<file path="config.mk">
export PLATFORM = sky130hd
export DESIGN_NAME = gf_dual_mult
export DESIGN_NICKNAME = d
export VERILOG_FILES = /design/src/rtl/gfm_pkg.sv /design/src/rtl/gf_field_ctrl.sv /design/src/rtl/gf_step_column.sv /design/src/rtl/gf_cell_array.sv /design/src/rtl/gf_dual_mult.sv
export SDC_FILE = /design/constraint.sdc
export NUM_CORES = 1
export LEC_CHECK = 0
export ABC_AREA = 1
export ABC_CLOCK_PERIOD_IN_PS = 8700
export BUFFER_PORTS_ARGS = -buffer_cell sky130_fd_sc_hd__buf_2
export CORE_MARGIN = 1.5
export CORE_UTILIZATION = 40
export CTS_CLUSTER_DIAMETER = 50
export DETAILED_ROUTE_END_ITERATION = 10
export PLACE_DENSITY = 0.55
export SYNTH_ARGS = -nofsm -noshare
export SYNTH_HDL_FRONTEND = slang
export SYNTH_SLANG_ARGS = --single-unit
</file>
<file path="constraint.sdc">
create_clock -name clk -period 8.7 [get_ports clk]
set_clock_uncertainty 0.05 [all_clocks]
set_input_delay 0.87 -clock clk [delete_from_list [all_inputs] [get_ports clk]]
set_output_delay 0.87 -clock clk [all_outputs]
set_load 0.02 [all_outputs]
</file>
<file path="src/rtl/gfm_pkg.sv">
package gfm_pkg;
    timeunit 1ns;
    timeprecision 1ps;

    // Operation selected by the mode input
    typedef enum logic {
        GFM_MUL    = 1'b0,
        GFM_MUL_SQ = 1'b1
    } gfm_op_e;

    // Width of the field-size input for a given largest degree
    function automatic int unsigned gfm_size_w(input int unsigned max_deg);
        return $clog2(max_deg + 1);
    endfunction
endpackage

</file>
<file path="src/rtl/gf_field_ctrl.sv">
module gf_field_ctrl
    import gfm_pkg::*;
#(
    parameter int unsigned M  = 8,
    localparam int unsigned MW = gfm_size_w(M)
) (
    input  logic [MW-1:0] fsize_i,
    input  logic          sq_mode_i,
    input  logic [M-1:0]  poly_i,
    output logic          field_ok_o,
    output logic [M-1:0]  row_en_o,
    output logic [M-1:0]  f_row_o,
    output logic [M-1:0]  f1_row_o
);
    timeunit 1ns;
    timeprecision 1ps;

    logic f_top;

    always_comb begin
        field_ok_o = (fsize_i != '0) && (int'(fsize_i) <= int'(M));
        f_top      = 1'b0;
        row_en_o   = '0;
        for (int k = 0; k < int'(M); k++) begin
            row_en_o[k] = field_ok_o && (k < int'(fsize_i));
            if (k + 1 == int'(fsize_i)) begin
                f_top = poly_i[k];
            end
        end
        // coefficients of alpha^m inside the active rows
        f_row_o  = poly_i & row_en_o;
        // alpha^(m+1) = f_{m-1}*alpha^m + alpha * (alpha^m without its top term)
        f1_row_o = (({M{f_top}} & f_row_o) ^ (f_row_o << 1))
                   & row_en_o & {M{sq_mode_i == GFM_MUL_SQ}};
    end
endmodule

</file>
<file path="src/rtl/gf_step_column.sv">
module gf_step_column
    import gfm_pkg::*;
#(
    parameter int unsigned M  = 8,
    localparam int unsigned MW = gfm_size_w(M)
) (
    input  logic [M-1:0]  q_i,
    input  logic [M-1:0]  p_i,
    input  logic          b_bit_i,
    input  logic [MW-1:0] fsize_i,
    input  logic          sq_mode_i,
    input  logic [M-1:0]  row_en_i,
    input  logic [M-1:0]  f_row_i,
    input  logic [M-1:0]  f1_row_i,
    output logic [M-1:0]  q_o,
    output logic [M-1:0]  p_o
);
    timeunit 1ns;
    timeprecision 1ps;

    logic c_hi;
    logic c_lo;

    // carries come from the top row of the active field, not row M-1
    always_comb begin
        c_hi = 1'b0;
        c_lo = 1'b0;
        for (int k = 0; k < int'(M); k++) begin
            if (k + 1 == int'(fsize_i)) c_hi = q_i[k];
            if (k + 2 == int'(fsize_i)) c_lo = q_i[k];
        end
    end

    always_comb begin
        p_o = p_i ^ (q_i & {M{b_bit_i}});
        if (sq_mode_i == GFM_MUL_SQ) begin
            q_o = ({M{c_hi}} & f1_row_i) ^ ({M{c_lo}} & f_row_i) ^ (q_i << 2);
        end else begin
            q_o = ({M{c_hi}} & f_row_i) ^ (q_i << 1);
        end
        q_o = q_o & row_en_i;
    end
endmodule

</file>
<file path="src/rtl/gf_cell_array.sv">
module gf_cell_array
    import gfm_pkg::*;
#(
    parameter int unsigned M  = 8,
    localparam int unsigned MW = gfm_size_w(M)
) (
    input  logic [M-1:0]  a_i,
    input  logic [M-1:0]  b_i,
    input  logic [MW-1:0] fsize_i,
    input  logic          sq_mode_i,
    input  logic [M-1:0]  row_en_i,
    input  logic [M-1:0]  f_row_i,
    input  logic [M-1:0]  f1_row_i,
    output logic [M-1:0]  prod_o
);
    timeunit 1ns;
    timeprecision 1ps;

    logic [M-1:0] q_w [M+1];
    logic [M-1:0] p_w [M+1];
    logic [M-1:0] b_act;

    assign b_act  = b_i & row_en_i;
    assign q_w[0] = a_i & row_en_i;
    assign p_w[0] = '0;

    for (genvar j = 0; j < int'(M); j++) begin : g_col
        gf_step_column #(.M(M)) u_col (
            .q_i      (q_w[j]),
            .p_i      (p_w[j]),
            .b_bit_i  (b_act[j]),
            .fsize_i  (fsize_i),
            .sq_mode_i(sq_mode_i),
            .row_en_i (row_en_i),
            .f_row_i  (f_row_i),
            .f1_row_i (f1_row_i),
            .q_o      (q_w[j+1]),
            .p_o      (p_w[j+1])
        );
    end

    assign prod_o = p_w[M] & row_en_i;
endmodule

</file>
<file path="src/rtl/gf_dual_mult.sv">
module gf_dual_mult
    import gfm_pkg::*;
#(
    parameter int unsigned M  = 8,
    localparam int unsigned MW = gfm_size_w(M)
) (
    input  logic          clk,
    input  logic          rst_n,
    input  logic [M-1:0]  a_in,
    input  logic [M-1:0]  b_in,
    input  logic [M-1:0]  poly_in,
    input  logic [MW-1:0] fsize_in,
    input  logic          sq_mode_in,
    output logic [M-1:0]  prod_out
);
    timeunit 1ns;
    timeprecision 1ps;

    typedef struct packed {
        logic [M-1:0] prod;
    } state_t;

    state_t       state_d;
    state_t       state_q;
    logic         field_ok;
    logic [M-1:0] row_en;
    logic [M-1:0] f_row;
    logic [M-1:0] f1_row;
    logic [M-1:0] prod_w;

    gf_field_ctrl #(.M(M)) u_ctrl (
        .fsize_i   (fsize_in),
        .sq_mode_i (sq_mode_in),
        .poly_i    (poly_in),
        .field_ok_o(field_ok),
        .row_en_o  (row_en),
        .f_row_o   (f_row),
        .f1_row_o  (f1_row)
    );

    gf_cell_array #(.M(M)) u_array (
        .a_i      (a_in),
        .b_i      (b_in),
        .fsize_i  (fsize_in),
        .sq_mode_i(sq_mode_in),
        .row_en_i (row_en),
        .f_row_i  (f_row),
        .f1_row_i (f1_row),
        .prod_o   (prod_w)
    );

    always_comb begin
        state_d      = state_q;
        state_d.prod = field_ok ? prod_w : '0;
    end

    always_ff @(posedge clk) begin
        if (!rst_n) begin
            state_q <= '0;
        end else begin
            state_q <= state_d;
        end
    end

    assign prod_out = state_q.prod;
endmodule

</file>
After elaboration in Yosys (flattened, before gate mapping):

Index checks and enable logic that the tools add are counted.

* logic and storage cells: 229
* register bits: 8

* bitwise gates (word level): 72
* $lt $le $gt $ge: 9
* reductions and logical operators: 11
* equality and inequality tests: 9
* mux-type cells: 127

Operator list (count)
* $and 8x8->8: 43
* $xor 8x8->8: 29
* $mux 1: 120
* $mux 8: 7
* $eq 4x4->1 const A: 6
* $lt 3x4->1 const A: 4
* $logic_and 1x1->1: 9
* $eq 3x4->1 const A: 2
* $lt 1x4->1 const A: 2
* $lt 2x4->1 const A: 2
* $eq 2x4->1 const A: 1
* $le 4x4->1 const B: 1
* $reduce_bool 4->1: 1
* $reduce_and 2->1: 1

Longest topological paths before layout:

Gate-level depths: netlist (run 1).

* word-level depth: 99
* mapped depth: 91
* gate-level depth less buffers: 88

Hierarchy:

Synthesis (run 1) repeated with hierarchy kept, for this count alone.

* cell total of the unflattened synthesis: 1665
* area, all modules: 7946.4 µm²

By module, submodules not included
* gf_step_column: seq. area each 0.0 µm², cells each 186, area each 880.8 µm², times used 8
* gf_field_ctrl: seq. area each 0.0 µm², cells each 103, area each 489.2 µm², times used 1
* gf_dual_mult: seq. area each 160.2 µm², cells each 25, area each 226.5 µm², times used 1
* gf_cell_array: seq. area each 0.0 µm², cells each 49, area each 183.9 µm², times used 1

Worst setup path after synthesis (run 1):

No wires, ideal clock.

* path type: input port to flip-flop
* start point: input fsize_in[1]
* end point: register state_q, in the netlist prod_out[6]
* stages: 73
* buffers on the path: 4
* library setup time: 113 ps
* arrival time: 7532 ps
* required time: 8537 ps
* slack: 1005 ps
* cells stage by stage: nor2_2 -> nand2_1 -> buf_2 -> nand2_2 -> inv_2 -> nand2_1 -> inv_2 -> nand3_1 -> nand3_2 -> o21ai_0 -> nand3_1 -> nand2_1 -> inv_2 -> nand2_1 -> nand4_4 -> nand2_4 -> nor2_1 -> xor2_1 -> [... 37 more ...] -> inv_1 -> nand2_1 -> nand3_2 -> nand2_2 -> inv_2 -> nand2_1 -> nand3_2 -> nand2_2 -> nand2_2 -> buf_6 -> nand2_2 -> clkinv_1 -> nand2_1 -> nand3_1 -> inv_1 -> nor2_1 -> nor2_1 -> nor2_1

* word-level cells in the longest chain between the ends: 99
* elaborated cells between the ends (all ways): 228
* those cells by class: order compare (9); eq/ne (9); mux (127); bitwise (72); reduce/logical (11)

Ends and longest elaborated chain
* from (decl): line gf_dual_mult.sv:12 `input logic [MW-1:0] fsize_in,`
* $eq 2x4->1: line gf_field_ctrl.sv:26, gf_step_column.sv:29
* $mux 1 (8 in a row): line gf_field_ctrl.sv:26 `if (k + 1 == int'(fsize_i)) begin`
* $and 8x8->8: line gf_field_ctrl.sv:33 `f1_row_o = (({M{f_top}} & f_row_o) ^ (f_row_o << 1))`
* $xor 8x8->8: line gf_field_ctrl.sv:33
* $and 8x8->8 (2 in a row): line gf_field_ctrl.sv:34 `& row_en_o & {M{sq_mode_i == GFM_MUL_SQ}};`
* $and 8x8->8: line gf_step_column.sv:37 `q_o = ({M{c_hi}} & f1_row_i) ^ ({M{c_lo}} & f_row_i) ^ (q_i << 2);`
* $xor 8x8->8 (2 in a row): line gf_step_column.sv:37
* $mux 8: line gf_step_column.sv:36 `if (sq_mode_i == GFM_MUL_SQ) begin`
* [... 66 more ...]
* $mux 1, on equally long branches (8 in a row): line gf_step_column.sv:29, gf_step_column.sv:30
* $and 8x8->8: line gf_step_column.sv:37
* $xor 8x8->8 (2 in a row): line gf_step_column.sv:37
* $mux 8: line gf_step_column.sv:36
* $and 8x8->8: line gf_step_column.sv:41 `q_o = q_o & row_en_i;`
* $and 8x8->8: line gf_step_column.sv:35 `p_o = p_i ^ (q_i & {M{b_bit_i}});`
* $xor 8x8->8: line gf_step_column.sv:35
* $and 8x8->8: line gf_cell_array.sv:42 `assign prod_o = p_w[M] & row_en_i;`
* to (signal assigned): line gf_dual_mult.sv:61 `state_q <= state_d;`
* to (decl): line gf_dual_mult.sv:24 `state_t state_q;`

Parallel ways exist; a longest one is shown, timed or not.
A chain may end at the register's enable or synchronous reset.

Worst setup path after layout (run 1):

* start point: input fsize_in[2]
* end point: register state_q, in the netlist prod_out[4]

The elaborated chain is that of the path after synthesis.

==> results_dict.tcl, run 1 <==
set metrics [dict create \
    critPathMaxFanout 8 \
    gp_congestion 0.9763 \
    hold_ws_ns 0.8507 \
    finalNetCount 1523 \
    portBuffers 38 \
    clk_pin_slew_ns 0.04 \
    max-cap-violations 0 \
    htree_levels 1 \
    cts_root_buffer "clkbuf_16" \
    viasPerCell 5.578 \
    placed_cell_area_um2 8028 \
    maxSlewViolCount 0 \
    synth_most_common_cell "nand2_1" \
    ys_top_cells_by_count "nand2_1 (417), nand3_1 (222), inv_1 (115), nor2_1 (95), xor2_1 (66)" \
    fin_ws_ns -0.1267 \
    ir_drop_uv 90.07 \
    fp-row-count 45 \
    antenna_found_initial 0 \
    synth_cells 1254 \
    synth_edf_count 0 \
    worstMarginPinSlew_ns 0.9056 \
    die_w_um 129.0 \
    synthSimpleGateAreaFrac_pct 63.93 \
    crit_type "primary input to flip-flop" \
    largest_reg_flops 8 \
    io_pins 39 \
    p_total_w 0.0005932 \
    async_flop_share_pct 0 \
    slowest_stage "o21ai_0" \
    final.min_clock_period_ns 8.827 \
    slew_headroom_pct 39.62 \
    hold_buffers 0 \
    drc_errors 0 \
    clockBufferDepth 2 \
    clkSinkCount 8 \
    drtIter0Drc 737 \
    fp.dieH_um 129.0 \
    synthMuxAreaShare_pct 0 \
    drive_above_1_share_pct 40.67 \
    initial_utilization_pct 41.30 \
    hold_viol 0 \
    gr-usage-all-layers_pct 33.20 \
    critPathLaunchType "primary input" \
    cts_buffers 3 \
    cts_tree "yes" \
    synth_top_family_by_area "simple AND/OR/NAND/NOR gates" \
    post-place-ws_ns -0.4595 \
    grt.overflow.total 0 \
    endpoint_kind "flip-flop" \
    min_path_type "primary input to flip-flop" \
    syn_avg_cell_area_um2 5.063 \
    wl_per_cell_um 17.51 \
    cp.required_ns 8.77 \
    rsz0062_at_grt "true" \
    n_antenna_cell 0 \
    syn_area_um2 6349 \
    synth_top_area_share_pct 24.66 \
    postRouteAntennaNets 0 \
    dp.cells 1646 \
    yosys-top-cells-area "nand2_1 (25%), nand3_1 (18%), xor2_1 (9.1%), inv_1 (6.8%), nor2_1 (5.6%)" \
    fin_cells 1701 \
    core_area_um2 15370 \
    grt_pass1_wl_mm 43.05 \
    synthAdderAreaFrac_pct 0 \
    power.leakage_nw 4.820 \
    fmax_mhz 113.3 \
    ys.flop_type "dfxtp_1" \
    cellPowerDensity_nw_per_um2 61.04 \
    period_share_pct 101.5 \
    final_area_um2 9718 \
    setup_viol 8 \
    synth.net_count 1285 \
    synth_compound_area_share_pct 7.056 \
    arrival_ns 8.90 \
    drtPass1Iterations 7 \
    syn_to_final_growth_pct 53.07 \
    min_path_cells 3 \
    die_area_um2 16640 \
    synth_seq_cells 8 \
    synth_xor_area_share_pct 12.12 \
    cpMostUsedCell "nand2_2" \
    violations "negative setup slack" \
    routed_wl_mm 29.79 \
    hpwl_mm 21.85 \
    vias 9489 \
    yosysSeqAreaShare_pct 2.523 \
    outcome "finished with violations" \
    grt_max_degree 52 \
    max_stage_delay_ns 0.27 \
    synth.largest_area_cell "nand2_1" \
    ys_types 38 \
    yosys_warnings 0 \
    grt_pass1_vias 8469 \
]
[layout by cell type, fill, tap and decap left out, types with 5 or more instances in the layout]
| cell | instances |
|---|---|
| a21oi_1 | 18 |
| a21oi_2 | 10 |
| buf_12 | 9 |
| buf_2 | 34 |
| buf_4 | 201 |
| buf_6 | 25 |
| clkbuf_16 | 8 |
| clkinv_1 | 5 |
| dfxtp_1 | 8 |
| inv_1 | 108 |
| inv_2 | 41 |
| inv_4 | 6 |
| nand2_1 | 334 |
| nand2_2 | 94 |
| nand2_4 | 28 |
| nand3_1 | 150 |
| nand3_2 | 81 |
| nand3_4 | 7 |
| nand4_1 | 55 |
| nor2_1 | 79 |
| nor2_2 | 16 |
| nor2_4 | 12 |
| o21ai_0 | 10 |
| o21ai_1 | 28 |
| o21ai_2 | 10 |
| xnor2_1 | 19 |
| xor2_1 | 62 |
| xor2_2 | 5 |
[where the power goes]
| part | switching, W | internal [W] |
|---|---|---|
| Clock | 0.0000199 | 0.0000595 |
| Sequential | 0.000000319 | 0.0000383 |
| Combinational | 0.000284 | 0.000191 |
[final cells by class]
type                       instances  area [um2]
sequential                         8       160.2
clock buffer                       3       75.07
timing repair buffer             278        2326
multi-input combinational       1038        6256
inverter                         163       636.9
fill                            1473        5653
tap                              211       264.0
[worst max-delay path: cells and delay by family]
| kind | cells | cell delay, ns |
|---|---|---|
| and+or+nand+nor | 54 | 4.92 |
| xor gates and xnor gates | 3 | 0.46 |
| buffers and inverters | 15 | 1.71 |
| AOI/OAI and AO/OA | 5 | 0.94 |
[metrics by stage]
step | setup TNS, ns | util [%]
2_1_floorplan | 0 | -
3_3_place_gp | -3.197 | 52.23
3_5_place_dp | -3.345 | 52.23
4_1_cts | 0 | 53.35
5_1_grt | -5.602 | 63.22
6_report | -0.7506 | 63.22
[logic make-up (layout without fill, tap and decap cells)]
family	after synthesis	after routing
AND/OR/NAND/NOR	866	869
buffers and inverters	211	444
XOR/XNOR	87	87
AO/OA/AOI/OAI	82	82
flip-flops	8	8
[worst paths after layout]
check	slack, ns	startpoint	endpoint
setup / recovery	-0.13	fsize_in[2]	prod_out[4]$_SDFF_PN0_
hold / removal	0.85	rst_n	prod_out[7]$_SDFF_PN0_
[metal layers]
metal	global-route usage (%)	vias to the layer above	share of wire (%)
met5	0	-	0
met4	18.97	0	7.0
met3	2.661	155	7.5
met2	58.95	497	48
met1	39.28	4321	38
li1	-	4516	-
[what timing repair did]
| item | CTS | global route |
|---|---|---|
| pin swaps | 4 | 158 |
| resized for setup | 18 | 274 |
| buffers inserted | 4 | 37 |
| endpoints found under the setup margin | 8 | 8 |
| gates cloned | 0 | 11 |
| endpoints found under the hold margin | 0 | 0 |
Power figures use the tool's default switching activity.
==> run 2: changes to the inputs <==
RECOVER_POWER = 25   (was unset)
==> run 2 against run 1 <==
Effect of this change:
- the run still ends with negative setup slack left
- via count about the same
- global-route usage unchanged
- clock-buffer cell count stayed put
- final area is essentially flat
- first-iteration DRC count is the same
- largest cell class unchanged
- largest power group unchanged
==> results_dict.tcl, run 2 (synthesis results as in run 1) <==
set metrics [dict create \
    outcome "finished with violations" \
    violations "negative setup slack" \
    max-cap-violations 0 \
    die_area_um2 16640 \
    cp.required_ns 8.77 \
    cellPowerDensity_nw_per_um2 61.06 \
    fp-row-count 45 \
    postRouteAntennaNets 0 \
    cts_root_buffer "clkbuf_16" \
    hpwl_mm 21.85 \
    grt_pass1_vias 8469 \
    htree_levels 1 \
    gp_congestion 0.9763 \
    setup_viol 8 \
    drive_above_1_share_pct 40.54 \
    placed_cell_area_um2 8028 \
    portBuffers 38 \
    mostFrequentLayoutCell "nand2_1" \
    max_stage_delay_ns 0.27 \
    wl_per_cell_um 17.53 \
    ir_drop_uv 90.06 \
    final_area_um2 9716 \
    slowest_stage "o21ai_0" \
    fin_tns_setup_ns -0.7607 \
    endpoint_kind "flip-flop" \
    worstMarginPinSlew_ns 0.9017 \
    slew_headroom_pct 39.89 \
    clkSinkCount 8 \
    syn_to_final_growth_pct 53.04 \
    n_antenna_cell 0 \
    critPathLaunchType "primary input" \
    vias 9493 \
    clk_pin_slew_ns 0.04 \
    core_area_um2 15370 \
    power.leakage_nw 4.812 \
    rsz0062_at_grt "true" \
    drtIter0Drc 737 \
    fin_util_pct 63.21 \
    cts_buffers 3 \
    routed_wl_mm 29.82 \
    io_pins 39 \
    routed-wl-met2_mm 14.25 \
    post-place-ws_ns -0.4595 \
    gr-usage-all-layers_pct 33.20 \
    fill_cells 1475 \
    viasPerCell 5.581 \
    antenna_found_initial 0 \
    largest_reg_flops 8 \
    min_path_type "primary input to flip-flop" \
    fp.dieH_um 129.0 \
    clockBufferDepth 2 \
    met1Wirelength_mm 11.35 \
    critPathMaxFanout 8 \
    cpMostUsedCell "nand2_2" \
    final_cell_mix "nand2_1 (334), buf_4 (201), nand3_1 (150)" \
    grt.overflow.total 0 \
    initial_utilization_pct 41.30 \
    grt_max_degree 52 \
    die_w_um 129.0 \
    fin_ws_ns -0.1278 \
    highest_layer "met4" \
    hold_ws_ns 0.8507 \
    final.min_clock_period_ns 8.828 \
    period_share_pct 101.5 \
    cts_tree "yes" \
    hold_buffers 0 \
    finalNetCount 1523 \
    crit_type "primary input to flip-flop" \
    grt_pass1_wl_mm 43.05 \
    drc_errors 0 \
    maxSlewViolCount 0 \
    hold_viol 0 \
    arrival_ns 8.90 \
    met3_length_mm 2.147 \
    drtPass1Iterations 6 \
    fmax_mhz 113.3 \
]
-- run 2: cell types whose count changed in the layout (fill, tap and decap cells not counted), sizes merged --
cell | previous run | this run
buf | 273 | 271
clkbuf | 8 | 10
-- run 2: final timing paths --
check,start,cells past startpoint,slack [ns],end
setup / recovery,fsize_in[2],77,-0.13,prod_out[4]$_SDFF_PN0_
hold / removal,rst_n,3,0.85,prod_out[7]$_SDFF_PN0_
-- run 2: area by class of cell --
cell class              instances  area (um2)  share of cell area [%]
inverters                     163       636.9                   6.555
flip-flops and latches          8       160.2                   1.648
repair buffers                278        2323                   23.92
multi-input cells            1038        6256                   64.39
well taps                     211       264.0                   2.717
clock buffers                   3       75.07                  0.7727
-- run 2: per-layer routing --
layer | up-vias | track usage [%]
met2 | 487 | 58.95
li1 | 4516 | -
met4 | 0 | 18.97
met1 | 4336 | 39.28
met3 | 154 | 2.661
met5 | - | 0
-- run 2: critical path: cells and delay by family --
family          cells  cell delay [ns]
simple gates       54             4.91
buf+inv            15             1.71
compound gates      5             0.94
xor+xnor            3             0.46
-- run 2: report_power, final --
| part | internal [W] | leakage, nW | total, W | switching (W) |
|---|---|---|---|---|
| registers | 0.0000383 | 0.0648 | 0.0000387 | 0.000000328 |
| logic | 0.000191 | 4.71 | 0.000475 | 0.000284 |
| clock network | 0.0000595 | 0.0370 | 0.0000794 | 0.0000199 |
| total | 0.000289 | 4.81 | 0.000593 | 0.000304 |
-- run 2: what timing repair did --
| action | CTS | global route |
|---|---|---|
| cloned | 0 | 11 |
| setup buffers | 4 | 37 |
| gates resized for setup | 18 | 274 |
| setup endpoints to repair | 8 | 8 |
| pin swaps | 4 | 158 |
-- run 2: stage by stage --
| step | power [W] | instances |
|---|---|---|
| 2_1_floorplan | 0.0002630 | 1254 |
| 3_3_place_gp | 0.0004093 | 1646 |
| 3_5_place_dp | 0.0004100 | 1646 |
| 4_1_cts | 0.0004971 | 1653 |
| 5_1_grt | 0.0006284 | 1701 |
| 6_report | 0.0005932 | 1701 |
